===== src/rtl/acs4_pkg.sv =====
package acs4_pkg;
  localparam int NCAND = 4;
  localparam int IDXW  = 2;
  localparam int LAT   = 3;

  typedef struct packed {
    logic [NCAND-1:0] kill;   // per-candidate suppression for the entering state
    logic             warm;   // at least LAT edges since reset release
  } acsStrobe_t;
endpackage


===== src/rtl/acs4_cmpsel.sv =====
module acs4_cmpsel #(
  parameter int MW = 10,
  parameter int IW = 2
) (
  input  logic [MW-1:0] aMet,
  input  logic [IW-1:0] aIdx,
  input  logic [MW-1:0] bMet,
  input  logic [IW-1:0] bIdx,
  output logic [MW-1:0] winMet,
  output logic [IW-1:0] winIdx
);
  logic takeB;

  // side b is always the higher index, so it wins only when strictly smaller
  assign takeB  = bMet < aMet;
  assign winMet = takeB ? bMet : aMet;
  assign winIdx = takeB ? bIdx : aIdx;
endmodule


===== src/rtl/acs4_ctrl.sv =====
module acs4_ctrl
  import acs4_pkg::*;
#(
  parameter int TW = 4
) (
  input  logic          clk,
  input  logic          rstN,
  input  logic          inValid,
  input  logic          inDummy,
  input  logic [TW-1:0] inTag,
  input  logic [1:0]    halfOff,
  output acsStrobe_t    st,
  output logic          outValid,
  output logic          outDummy,
  output logic [TW-1:0] outTag
);
  localparam int AGEW = $clog2(LAT + 1);

  logic          vPipe [LAT];
  logic          dPipe [LAT];
  logic [TW-1:0] tPipe [LAT];
  logic [AGEW-1:0] ageCnt;

  always_ff @(posedge clk or negedge rstN) begin
    if (!rstN) ageCnt <= '0;
    else if (ageCnt != AGEW'(LAT)) ageCnt <= ageCnt + 1'b1;
  end

  always_comb begin
    st.kill = {halfOff[1], halfOff[1], halfOff[0], halfOff[0]};
    st.warm = (ageCnt == AGEW'(LAT));
  end

  generate
    for (genvar s = 0; s < LAT; s++) begin : gStage
      if (s == 0) begin : gHead
        always_ff @(posedge clk or negedge rstN) begin
          if (!rstN) begin
            vPipe[0] <= 1'b0;
            dPipe[0] <= 1'b0;
            tPipe[0] <= '0;
          end else begin
            vPipe[0] <= inValid;
            dPipe[0] <= inValid & inDummy;
            tPipe[0] <= inTag;
          end
        end
      end else begin : gBody
        always_ff @(posedge clk or negedge rstN) begin
          if (!rstN) begin
            vPipe[s] <= 1'b0;
            dPipe[s] <= 1'b0;
            tPipe[s] <= '0;
          end else begin
            vPipe[s] <= vPipe[s-1];
            dPipe[s] <= dPipe[s-1];
            tPipe[s] <= tPipe[s-1];
          end
        end
      end
    end
  endgenerate

  assign outValid = vPipe[LAT-1];
  assign outDummy = dPipe[LAT-1];
  assign outTag   = tPipe[LAT-1];

  // valid emerges exactly three cycles after entry
  a_r2_valid_latency: assert property (@(posedge clk) disable iff (!rstN)
    st.warm |-> (outValid == $past(inValid, 3)));

  // tag follows its slot
  a_r6_tag_follow: assert property (@(posedge clk) disable iff (!rstN)
    (st.warm && outValid) |-> (outTag == $past(inTag, 3)));

  // filler mark follows its slot and only on valid slots
  a_r7_dummy_latency: assert property (@(posedge clk) disable iff (!rstN)
    st.warm |-> (outDummy == $past(inValid && inDummy, 3)));

  // nothing valid on the first edge after reset release
  a_r1_quiet_after_reset: assert property (@(posedge clk) disable iff (!rstN)
    (ageCnt == '0) |-> (!outValid && !outDummy));
endmodule


===== src/rtl/acs4_dpath.sv =====
module acs4_dpath
  import acs4_pkg::*;
#(
  parameter int MW = 10,
  parameter int BW = 6
) (
  input  logic                clk,
  input  logic                rstN,
  input  acsStrobe_t          st,
  input  logic [NCAND*MW-1:0] pathIn,
  input  logic [NCAND*BW-1:0] branchIn,
  output logic [MW-1:0]       outMetric,
  output logic [IDXW-1:0]     outDecision
);
  localparam int SW = MW + 1;
  localparam int NPAIR = NCAND / 2;
  localparam logic [MW-1:0] MAXM = '1;

  logic [MW-1:0]   cand   [NCAND];
  logic [MW-1:0]   l1WinM [NPAIR];
  logic [IDXW-1:0] l1WinI [NPAIR];
  logic [MW-1:0]   l1M    [NPAIR];
  logic [IDXW-1:0] l1I    [NPAIR];
  logic [MW-1:0]   finM;
  logic [IDXW-1:0] finI;

  // stage 1: add, saturate, suppress
  generate
    for (genvar k = 0; k < NCAND; k++) begin : gAdd
      logic [SW-1:0] sumK;
      logic [MW-1:0] nextK;
      always_comb begin
        sumK  = {1'b0, pathIn[k*MW +: MW]} + SW'(branchIn[k*BW +: BW]);
        nextK = sumK[MW] ? MAXM : sumK[MW-1:0];
        if (st.kill[k]) nextK = MAXM;
      end
      always_ff @(posedge clk or negedge rstN) begin
        if (!rstN) cand[k] <= MAXM;
        else       cand[k] <= nextK;
      end
    end
  endgenerate

  // stage 2: pairwise compare-select
  generate
    for (genvar g = 0; g < NPAIR; g++) begin : gLvl1
      acs4_cmpsel #(.MW(MW), .IW(IDXW)) uCs (
        .aMet  (cand[2*g]),
        .aIdx  (IDXW'(2*g)),
        .bMet  (cand[2*g+1]),
        .bIdx  (IDXW'(2*g+1)),
        .winMet(l1WinM[g]),
        .winIdx(l1WinI[g])
      );
      always_ff @(posedge clk or negedge rstN) begin
        if (!rstN) begin
          l1M[g] <= MAXM;
          l1I[g] <= '0;
        end else begin
          l1M[g] <= l1WinM[g];
          l1I[g] <= l1WinI[g];
        end
      end
    end
  endgenerate

  // stage 3: final compare-select
  acs4_cmpsel #(.MW(MW), .IW(IDXW)) uFinal (
    .aMet  (l1M[0]),
    .aIdx  (l1I[0]),
    .bMet  (l1M[1]),
    .bIdx  (l1I[1]),
    .winMet(finM),
    .winIdx(finI)
  );

  always_ff @(posedge clk or negedge rstN) begin
    if (!rstN) begin
      outMetric   <= MAXM;
      outDecision <= '0;
    end else begin
      outMetric   <= finM;
      outDecision <= finI;
    end
  end

  // the survivor never exceeds any candidate registered two cycles earlier
  generate
    for (genvar k = 0; k < NCAND; k++) begin : gMinChk
      a_r3_min_bound: assert property (@(posedge clk) disable iff (!rstN)
        st.warm |-> (outMetric <= $past(cand[k], 2)));
    end
  endgenerate

  // a suppressed candidate only wins when the result is saturated
  a_r5_killed_loses: assert property (@(posedge clk) disable iff (!rstN)
    (st.warm && outMetric != MAXM) |->
      ((($past(st.kill, 3) >> outDecision) & 4'd1) == 4'd0));
endmodule


===== src/rtl/acs4_pipe.sv =====
module acs4_pipe
  import acs4_pkg::*;
#(
  parameter int MW = 10,
  parameter int BW = 6,
  parameter int TW = 4
) (
  input  logic                clk,
  input  logic                rstN,
  input  logic                inValid,
  input  logic                inDummy,
  input  logic [TW-1:0]       inTag,
  input  logic [1:0]          halfOff,
  input  logic [NCAND*MW-1:0] pathIn,
  input  logic [NCAND*BW-1:0] branchIn,
  output logic                outValid,
  output logic                outDummy,
  output logic [TW-1:0]       outTag,
  output logic [MW-1:0]       outMetric,
  output logic [IDXW-1:0]     outDecision
);
  acsStrobe_t st;

  acs4_ctrl #(.TW(TW)) uCtrl (
    .clk     (clk),
    .rstN    (rstN),
    .inValid (inValid),
    .inDummy (inDummy),
    .inTag   (inTag),
    .halfOff (halfOff),
    .st      (st),
    .outValid(outValid),
    .outDummy(outDummy),
    .outTag  (outTag)
  );

  acs4_dpath #(.MW(MW), .BW(BW)) uDpath (
    .clk        (clk),
    .rstN       (rstN),
    .st         (st),
    .pathIn     (pathIn),
    .branchIn   (branchIn),
    .outMetric  (outMetric),
    .outDecision(outDecision)
  );
endmodule


===== config.mk =====
export PLATFORM = sky130hd
export DESIGN_NAME = acs4_pipe
export DESIGN_NICKNAME = d
export VERILOG_FILES = /design/src/rtl/acs4_pkg.sv /design/src/rtl/acs4_cmpsel.sv /design/src/rtl/acs4_ctrl.sv /design/src/rtl/acs4_dpath.sv /design/src/rtl/acs4_pipe.sv
export SDC_FILE = /design/constraint.sdc
export NUM_CORES = 1
export LEC_CHECK = 0
export ABC_CLOCK_PERIOD_IN_PS = 2200
export BUFFER_PORTS_ARGS = -buffer_cell sky130_fd_sc_hd__buf_2
export CORE_MARGIN = 2
export CORE_UTILIZATION = 50
export CTS_CLUSTER_SIZE = 10
export DETAILED_ROUTE_END_ITERATION = 16
export HOLD_SLACK_MARGIN = 0.03
export PLACE_DENSITY = 0.75
export SETUP_SLACK_MARGIN = 0.05
export SYNTH_ARGS = -nofsm -noshare
export SYNTH_HDL_FRONTEND = slang
export SYNTH_HIERARCHICAL = 1
export SYNTH_SLANG_ARGS = --single-unit

===== constraint.sdc =====
create_clock -name clk -period 2.2 [get_ports clk]
set_clock_uncertainty 0.05 [all_clocks]
set_input_delay 0 -clock clk [delete_from_list [all_inputs] [get_ports clk]]
set_output_delay 0 -clock clk [all_outputs]
set_load 0.03 [all_outputs]

Word-level counts from Yosys, hierarchy flattened
Index checks and enable logic that the tools add are counted.

word-level totals
  register bits after elaboration = 93
  memory bits (read-only) = 0
  output and inout port bits = 18
  memories = 0
  logic and storage cells = 41
  input bits = 74
  latch bits = 0
  bits in writable memories = 0

operators by class
  muxes and demuxes = 14
  divide/modulo/power cells = 0
  reduce and logical (&&, ||, !) cells = 0
  add/subtract/negate cells = 4
  magnitude comparators = 3
  shifts and indexed selects = 0
  bitwise gates (word level) = 1
  multipliers = 0
  equality and inequality tests = 0

operator list
  kind           count
  $mux 10        11
  $add 10x6->11  4
  $lt 10x10->1   3
  $mux 1         2
  $mux 2         1
  $and 1x1->1    1

Longest topological paths before layout
  depth after elaboration = 3
  depth in mapped cells = 8

Hierarchy
Netlist, hierarchy kept.

modules (own cells, without submodules)
  module       times used  sequential area each (µm²)  cells each  area each (µm²)
  acs4_dpath   1           1989.4                      310         3639.7
  acs4_cmpsel  3           0.0                         43          426.7
  acs4_ctrl    1           500.5                       33          615.6

Worst setup path before layout
OpenSTA, ideal clock, no wires.

  path type = flip-flop to flip-flop
  start point = register uDpath/l1M[17] (netlist name)
  end point = register uDpath.outDecision[0]
  period minus slack after synthesis = 2.116 ns
  data required time = 2.025 ns
  cell stages (with the launch flop) = 8
  path buffers = 1
  slack = 0.084 ns
  arrival time = 1.941 ns
  setup time = 0.125 ns
  path through = dfstp_2 > inv_1 > ha_1 > a211oi_1 > nor2_1 > nor4_4 > buf_6 > mux2_4

on the way
  word-level cells in the longest chain between the ends = 2

RTL lines
  item                              RTL line           source
  start: declaration                acs4_dpath.sv:22   logic [MW-1:0] l1M [NPAIR];
  start signal: indexed assignment  acs4_dpath.sv:60   l1M[g] <= l1WinM[g];
  $lt 10x10->1                      acs4_cmpsel.sv:15  assign takeB = bMet < aMet;
  $mux 2                            acs4_cmpsel.sv:17  assign winIdx = takeB ? bIdx : aIdx;
  net uDpath.finI[0]                acs4_dpath.sv:25   logic [IDXW-1:0] finI;
  end signal: assignment            acs4_dpath.sv:83   outDecision <= finI;
  end: declaration                  acs4_dpath.sv:13   output logic [IDXW-1:0] outDecision

The timed path passes the listed nets, and every way through them passes these cells.

Final worst setup path
  start point = register uDpath/l1M[14] (netlist name)
  end point = register uDpath.outDecision[1]

Same word-level chain as after synthesis.

==> run metrics <==
run status finished clean; share of cells above drive strength 1 0.452; Power Density 823 nW/um^2; Tmin final 2.17 ns; Non-Filler Instances 777; Placement Rows 38; drt wl/cell 14.9 um; Final Hold Fails 0; gr ovfl total 0; clk_lat worst skew 0.36 ns; worst path required time 2.41 ns; Worst VDD drop 0.828 mV; Post-DP HPWL 7.87 mm; clk sink count 94; initial antenna violation count 0; Max Transition Viols Final 0; hold_sp branchIn[8]; H-tree levels 3; Final Util 0.666; root cell of the clock tree clkbuf_8; slew margin rel. 0.553; dpl cells 700; FF-to-FF Start uDpath/l1M[14]$_DFF_PN1_; largest net degree at the start of global routing 58; core area 10700 um^2; Hold Path Sink uDpath/cand[22]$_DFF_PN1_; DP Area 6060 um^2; slowest CP cell dfstp_2; vias in the first global route 4059; die span in y 108 um; GRT Overall Usage 0.195; final count of negative-setup-slack endpoints 0; via count 4130; die area 11700 um^2; worst slew pin tran 0.670 ns; CP Capture Type register; Max Fclk 462 MHz; Yosys warnings 6; post-route ant nets 0; PnR worst setup slack 0.0350 ns; HP Class in2reg; die width 108 um; Starting DRT DRC Count 216; hold depth 4; RD Place Congestion 0.873; Worst setup SP type register; Arr. time, crit path 2.37 ns; I/O pins 92; worst-path fanout max 3; FF-to-FF setup slack 0.03 ns; Via density 5.32; Final TNS setup 0 ns; # diodes 0; crit path kind reg2reg; DRC Markers 0; Initial Util 0.506; R2R Path End uDpath/outDecision[1]$_DFF_PN0_; Port-buffer cells 91; Max-cap violations 0; CTS tree built; post-route cell area 7160 um^2; RSZ-0062 raised after global routing yes; final worst-path cycle share 0.984; P_leak 3.30 nW; R2R depth 7; Max Buffers Root-to-Sink 2; Post-Syn Instances 466; Max stage delay on crit path 0.54 ns; crit-path cells inv_1 > ha_1 > a41oi_2 > nor3_2 > nor4_4 > buf_4 > mux2_4; first-pass GRT wire length 18.1 mm; fin nets 761; Syn Area/Cell 11.7 um^2; router iterations before antenna repair 4; Mapped Area 5440 um^2; Worst Setup Slack post-DPL -0.0102 ns; CTS Buf Count 9; Worst-path clk slew 0.09 ns; final WL 11.6 mm; area grow syn2layout 31.7%
==> sequential cells by signal, summed over array words and instances (netlist names) <==
| register | flops |
|---|---|
| uDpath/cand | 40 |
| uDpath/l1M | 20 |
| uDpath/outMetric | 10 |
| uCtrl/tPipe | 8 |
| uCtrl/outTag | 4 |
| uDpath/l1I | 4 |
| uCtrl/dPipe | 2 |
| uCtrl/vPipe | 2 |
| uDpath/outDecision | 2 |
| uCtrl/outDummy | 1 |
| uCtrl/outValid | 1 |
==> per-stage QoR <==
step | power (mW) | hold WS, ns
after floorplan | 3.80 | -0.346
after global placement | 4.22 | 0.0245
after detailed placement | 4.30 | 0.0334
after CTS | 5.58 | 0.0315
after global routing | 6.22 | 0.0295
final | 5.89 | 0.0257
==> cells in the final DEF (no fill, tap or decap), types with 7 or more instances in the layout <==
cell type and count:
mux2i_1 10, dfstp_2 70, conb_1 8, a21oi_1 21
o31ai_1 7, buf_2 90, dlygate4sd3_1 53, o21bai_1 8
a211oi_1 11, buf_4 13, ha_4 12, o21ai_1 9
mux2_4 34, a211oi_2 13, ha_1 35, nand3_1 9
nor2_1 20, clkbuf_8 9, nand4_1 7, dfrtp_1 24
nor3_1 9, nand2b_1 11, a21o_1 10, inv_1 29
o21ai_0 20, nand2_1 7
==> worst max-delay path, delay by kind of cell, from the launching register on <==
kind	cells	cell delay, ns
compound gates	1	0.20
fa+ha+maj	1	0.34
buf+inv	2	0.25
flops	1	0.54
mux	1	0.30
simple gates	2	0.38
==> metal layers <==
metal  routed length [um]  track usage  vias to the layer above
li1                     -            -                     2035
met1                 5080        0.240                     1991
met4                  225       0.0696                        0
met5                    0            0                        -
met3                  332       0.0313                       21
met2                 5930        0.347                       83
==> how the worst max path moves through the flow <==
| stage | start | endpoint | slack, ns | depth (start not counted) |
|---|---|---|---|---|
| floorplan | uDpath/l1M[17]$_DFF_PN1_ | uDpath/outDecision[0]$_DFF_PN0_ | 0.08 | 7 |
| detailed placement | uDpath/cand[18]$_DFF_PN1_ | uDpath/l1M[1]$_DFF_PN1_ | -0.01 | 7 |
| global placement | uDpath/cand[17]$_DFF_PN1_ | uDpath/l1M[9]$_DFF_PN1_ | 0.05 | 7 |
| global route | uDpath/cand[13]$_DFF_PN1_ | uDpath/l1M[7]$_DFF_PN1_ | -0.04 | 8 |
| finish | uDpath/l1M[14]$_DFF_PN1_ | uDpath/outDecision[1]$_DFF_PN0_ | 0.03 | 7 |
| CTS | uDpath/l1M[17]$_DFF_PN1_ | uDpath/outDecision[0]$_DFF_PN0_ | 0.03 | 7 |
==> where the power goes <==
part           switching (mW)  leakage (nW)  total, mW  internal [mW]
clock                   0.589        0.0953       1.12          0.527
sequential              0.189          1.02       2.42           2.23
combinational            1.16          2.18       2.36           1.20
==> final cells by class <==
class	instances	area [um^2]
multi-input combinational	332	3090
fill	820	3580
clock buffer	9	124
timing repair buffer	160	1120
inverter	35	131
tap	140	175
clock inverter	7	71.3
sequential	94	2440
==> repair_timing <==
| action | in CTS | in global routing |
|---|---|---|
| endpoints found under the hold margin | 86 | 0 |
| endpoints found under the setup margin | 19 | 43 |
| gates cloned | 0 | 1 |
| resized for setup | 13 | 50 |
| pin swaps | 4 | 24 |
| setup buffers | 1 | 5 |
| hold buffers | 54 | 0 |
Note: power is estimated with default switching activity, not from simulation.
